===== config.mk =====
export PLATFORM = sky130hd
export DESIGN_NAME = cbt_unit
export DESIGN_NICKNAME = d
export VERILOG_FILES = /design/src/rtl/cbt_pkg.sv /design/src/rtl/cbt_cond_eval.sv /design/src/rtl/cbt_target_add.sv /design/src/rtl/cbt_unit.sv
export SDC_FILE = /design/constraint.sdc
export NUM_CORES = 1
export LEC_CHECK = 0
export BUFFER_PORTS_ARGS = -buffer_cell sky130_fd_sc_hd__buf_4
export CAP_MARGIN = 20
export CORE_ASPECT_RATIO = 0.9
export CORE_MARGIN = 8
export CORE_UTILIZATION = 45
export CTS_CLUSTER_DIAMETER = 50
export DETAILED_ROUTE_END_ITERATION = 8
export PLACE_DENSITY = 0.83
export SKIP_LAST_GASP = 1
export SYNTH_ARGS = -nofsm -noshare
export SYNTH_HDL_FRONTEND = slang
export SYNTH_SLANG_ARGS = --single-unit

===== constraint.sdc =====
create_clock -name clk -period 1.4 [get_ports clk]
set_input_delay 0.42 -clock clk [delete_from_list [all_inputs] [get_ports clk]]
set_output_delay 0.42 -clock clk [all_outputs]
set_load 0.01 [all_outputs]

===== src/rtl/cbt_pkg.sv =====
package cbt_pkg;

    // Bit 0 of every code inverts the test named by bits 3:1.
    typedef enum logic [3:0] {
        SEL_ALWAYS = 4'd0,
        SEL_NEVER  = 4'd1,
        SEL_HI     = 4'd2,
        SEL_LS     = 4'd3,
        SEL_HS     = 4'd4,
        SEL_LO     = 4'd5,
        SEL_NE     = 4'd6,
        SEL_EQ     = 4'd7,
        SEL_VC     = 4'd8,
        SEL_VS     = 4'd9,
        SEL_PL     = 4'd10,
        SEL_MI     = 4'd11,
        SEL_GE     = 4'd12,
        SEL_LT     = 4'd13,
        SEL_GT     = 4'd14,
        SEL_LE     = 4'd15
    } cond_sel_e;

    // Test pairs addressed by selector bits 3:1.
    typedef enum logic [2:0] {
        PAIR_TRUE  = 3'd0,
        PAIR_UHI   = 3'd1,
        PAIR_CCLR  = 3'd2,
        PAIR_ZCLR  = 3'd3,
        PAIR_VCLR  = 3'd4,
        PAIR_NCLR  = 3'd5,
        PAIR_SGE   = 3'd6,
        PAIR_SGT   = 3'd7
    } cond_pair_e;

    typedef struct packed {
        logic n;
        logic z;
        logic v;
        logic c;
    } flags_t;

endpackage


===== src/rtl/cbt_cond_eval.sv =====
module cbt_cond_eval
    import cbt_pkg::*;
(
    input  logic [3:0] sel,
    input  flags_t     flags,
    output logic       take
);

    cond_pair_e pair;
    logic       base;
    logic       sgn_lt;

    assign pair   = cond_pair_e'(sel[3:1]);
    assign sgn_lt = flags.n ^ flags.v;

    always_comb begin
        unique case (pair)
            PAIR_TRUE: base = 1'b1;
            PAIR_UHI:  base = ~(flags.c | flags.z);
            PAIR_CCLR: base = ~flags.c;
            PAIR_ZCLR: base = ~flags.z;
            PAIR_VCLR: base = ~flags.v;
            PAIR_NCLR: base = ~flags.n;
            PAIR_SGE:  base = ~sgn_lt;
            PAIR_SGT:  base = ~(flags.z | sgn_lt);
            default:   base = 1'b0;
        endcase
    end

    assign take = base ^ sel[0];

endmodule


===== src/rtl/cbt_target_add.sv =====
module cbt_target_add #(
    parameter int PC_W    = 16,
    parameter int SHORT_W = 8,
    parameter int LONG_W  = 16
) (
    input  logic [PC_W-1:0]   pc,
    input  logic              use_long,
    input  logic [LONG_W-1:0] disp,
    output logic [PC_W-1:0]   target
);

    localparam int SHORT_PAD = PC_W - SHORT_W;
    localparam int LONG_PAD  = PC_W - LONG_W;

    logic [PC_W-1:0] ext_short;
    logic [PC_W-1:0] ext_long;

    assign ext_short = {{SHORT_PAD{disp[SHORT_W-1]}}, disp[SHORT_W-1:0]};

    generate
        if (LONG_PAD > 0) begin : g_long_pad
            assign ext_long = {{LONG_PAD{disp[LONG_W-1]}}, disp};
        end else begin : g_long_full
            assign ext_long = disp[PC_W-1:0];
        end
    endgenerate

    // Sum truncated to PC_W bits: modulo wrap.
    assign target = pc + (use_long ? ext_long : ext_short);

endmodule


===== src/rtl/cbt_unit.sv =====
module cbt_unit
    import cbt_pkg::*;
#(
    parameter int PC_W    = 16,
    parameter int SHORT_W = 8,
    parameter int LONG_W  = 16
) (
    input  logic              clk,
    input  logic              rst_n,
    input  logic              valid_in,
    input  logic [3:0]        cond_sel,
    input  logic              flag_n,
    input  logic              flag_z,
    input  logic              flag_v,
    input  logic              flag_c,
    input  logic [PC_W-1:0]   pc_in,
    input  logic              long_sel,
    input  logic [LONG_W-1:0] offset_in,
    output logic              taken_out,
    output logic [PC_W-1:0]   next_pc_out
);

    flags_t          flags;
    logic            take;
    logic [PC_W-1:0] target;
    logic [PC_W-1:0] pc_nxt;

    assign flags = '{n: flag_n, z: flag_z, v: flag_v, c: flag_c};

    cbt_cond_eval u_cond (
        .sel   (cond_sel),
        .flags (flags),
        .take  (take)
    );

    cbt_target_add #(
        .PC_W    (PC_W),
        .SHORT_W (SHORT_W),
        .LONG_W  (LONG_W)
    ) u_add (
        .pc       (pc_in),
        .use_long (long_sel),
        .disp     (offset_in),
        .target   (target)
    );

    always_comb begin
        pc_nxt = take ? target : pc_in;
    end

    always_ff @(posedge clk or negedge rst_n) begin
        if (!rst_n) begin
            taken_out   <= 1'b0;
            next_pc_out <= '0;
        end else if (valid_in) begin
            taken_out   <= take;
            next_pc_out <= pc_nxt;
        end
    end

endmodule


==> reports/metrics.csv <==
stage;metric;value;unit
global_route;vias in the first global route;2166;
drt;DR iter-0 viols;160;
sta;Tcrit/Tclk final;166.8;%
yosys;fraction of registers with async set/reset;100.0;%
worst_setup_path;CP max stage delay;330;ps
yosys;Avg Cell Area, Syn;8.106;um2
worst_setup_path;CP Capture Type;flip-flop;
floorplanning;Die H;73.93;um
sta;final hold vios;0;
yosys;xor and xnor fraction of the mapped netlist area;5.667;%
worst_setup_path;worst r2r src;next_pc_out[13]$_DFFE_PN0P_;
cells_and_area;layout cells sized above 1;56.71;%
worst_setup_path;CP cell instances;buf_8 > nand2b_4 > buf_4 > nand2_4 > ha_4 > and2_4 > a32o_2 > o31a_2 > or3_1 > a31oi_1 > a21oi_1;
clocking;Clock Path Buffers;2;
yosys;Post-Syn Area;0.001678;mm2
drt;DR vias;2200;
drt;Via-to-Cell Ratio;5.882;
yosys;Unique masters post-synth;45;
yosys;FF+latch count, synth;17;
clocking;hold_buf cts;0;
run_status;outcome;finished, violations left;
clocking;CTS tree;built;
pwr;maximum VDD drop;0.4048;mV
clocking;clk slew on worst S/H paths;70;ps
place;routability cong.;0.8576;
clocking;CTS sink cnt;17;
pwr;P per Cell Area;848.0;mW/mm2
worst_setup_path;Critical Path Source;long_sel;
yosys;Mapped Cells;207;
run;Max-Cap Viols;0;
global_route;largest net degree at the start of global routing;22;
yosys;post-synthesis mux area share;6.637;%
worst_setup_path;slowest CP cell;or3_1;
cells_and_area;ant diodes;0;
clocking;Num CTS Buffers;3;
place;buffers added on ports;60;
drt;total wire length;7094;um
floorplanning;Die ar.;0.005941;mm2
run_status;failing checks;setup timing;
sta;setup repair after global routing missed its margin;yes;
clocking;worst skew pair latency;260;ps
worst_setup_path;Req. time, crit path;1540;ps
yosys;Ys Warns;0;
global_route;first-pass GRT wire length;10200;um
drt;DRT antenna net count;0;
cells_and_area;register area;425.4;um2
floorplanning;Die X;80.37;um
clocking;H-tree depth;1;
worst_setup_path;type of origin of the critical path;input pin;
cells_and_area;Layout Nets;389;
cells_and_area;most common cell after layout, fill and taps aside;buf_4;
pwr;leakage power;0.001482;uW
place;Final HPWL DP;4540;um
worst_setup_path;crit path DAT;2470;ps
worst_setup_path;CP delay by family, top;compound AO/OA/AOI/OAI gates;
floorplanning;IO Count;61;
cells_and_area;layout overhead on the synthesized area;87.77;%
worst_setup_path;Max FO, Critical Path;6;
pwr;Pwr Total;2672;uW
drt;DR DRC count;0;
floorplanning;starting density of the core;45.94;%
worst_setup_path;critical path buffer and inverter count;2;
global_route;initial antenna violation count;0;
sta;Setup violations, final;17;
sta;f_max;428.3;MHz
min_path;hold crit path type;input pin to asynchronous set/reset pin;
cells_and_area;FILL cells;188;
drt;DR pass1 iterations;5;
sta;minimum clock period after layout;2335;ps
sta;max-slew violation count;0;
clocking;clk root buf;clkbuf_8;
yosys;largest family of logic cells by synthesized area;compound AO/OA/AOI/OAI gates;
sta;final setup margin;-934.6;ps
yosys;Post-synth EDFFs;0;
sta;Worst Max-Slew Pin Slew;419.6;ps
sta;Clock Skew;0;ps
floorplanning;num rows;21;
global_route;Congestion Overflow GR;0;
yosys;Post-Synth Adder-Cell Area;12.38;%
yosys;syn nets;267;
yosys;Synth Flop Type;dfrtp_1;
yosys;Post-Synth Simple-Gate Area;20.66;%
sta;WHS;10.73;ps
cells_and_area;most frequent cells in the layout;buf_4, nand2_1, nor2_1;
drt;DR WL/cell;18.97;um
cells_and_area;multi-input logic area;0.001589;mm2
yosys;Synth Area in Compound Gates;26.62;%
floorplanning;core area;0.003652;mm2
yosys;sequential share of the synthesized area;25.35;%
sta;Rel. slew slack;72.03;%
worst_setup_path;Worst Setup Path Type;input pin to flip-flop;
global_route;Total GRT Usage;21.42;%
## state kept, by name, summed over array words and instances (netlist names)
signal	cells
next_pc_out	16
taken_out	1
## cell type report
cell class / instances / share of cell area (%)
multi-input combinational: 179 / 50.44
timing repair buffer: 124 / 32.33
sequential: 17 / 13.50
tap: 46 / 1.827
clock buffer: 4 / 1.430
inverter: 4 / 0.4766
## timing repair
item                                    CTS  global route
endpoints found under the setup margin   17            17
endpoints found under the hold margin     0             0
pin swaps                                35            25
setup buffers                             5             7
gates resized for setup                  37            24
## final timing paths
check	endpoint	slack [ps]	cells past startpoint
max	next_pc_out[11]$_DFFE_PN0P_	-930	11
min	next_pc_out[11]$_DFFE_PN0P_	10	1
max reg2reg	next_pc_out[13]$_DFFE_PN0P_	560	3
min reg2reg	taken_out$_DFFE_PN0P_	530	2
max in group asynchronous	next_pc_out[5]$_DFFE_PN0P_	1200	1
min in group clk	next_pc_out[12]$_DFFE_PN0P_	440	3
## synthesized netlist by cell type, drive strengths merged (2+ instances only)
cell    count  share of area (%)
nor2       27                6.0
nor3        2               0.60
ha         15                 11
or4         2               0.89
o21bai      2               0.89
o21ai      14                4.4
o31ai       2               0.89
a31oi       9                3.4
a211oi      2                1.2
clkbuf      3               0.67
xnor2       5                2.6
nand4       2               0.75
xor2        5                3.1
and4bb      2                1.5
nand2      28                6.3
dfrtp      17                 25
mux2i      10                6.0
inv         4               0.89
a21oi      21                6.3
a21o        8                3.6
or3         2               0.75
nand2b      2               0.75
nor2b       3                1.1
buf         4                1.1
## per-stage QoR
| step | area (um2) | std cells | setup TNS (ps) | util, % | setup slack, ps |
|---|---|---|---|---|---|
| 6_report | 3151 | 374 | -9167 | 86.26 | -934.6 |
| 3_3_place_gp | 2726 | 358 | -12780 | 74.65 | -1081 |
| 4_1_cts | 2982 | 367 | -7965 | 81.64 | -777.5 |
| 2_1_floorplan | 1864 | 207 | -8875 | - | -1075 |
| 5_1_grt | 3151 | 374 | -10280 | 86.26 | -987.8 |
| 3_5_place_dp | 2726 | 358 | -13560 | 74.65 | -1132 |
## kinds of logic after synthesis
family / count (synthesis)
adder cells (fa/ha/maj): 16
flip-flops: 17
AO/OA/AOI/OAI: 67
XOR/XNOR: 10
buffers and inverters: 11
multiplexers: 11
AND/OR/NAND/NOR: 75
## where the power goes
group	internal (uW)	switching, uW
clock	203	193
combinational	860	764
sequential	587	65.2
total	1650	1020
## layer usage
layer  up-vias  track usage (%)  wire length (um)
met1      1048            23.73              2697
met4         0            8.266               269
met5         -                0                 0
met3        30            2.899               490
met2       124            40.12              3636
li1        998                -                 -
Note: power is estimated with default switching activity, not from simulation.
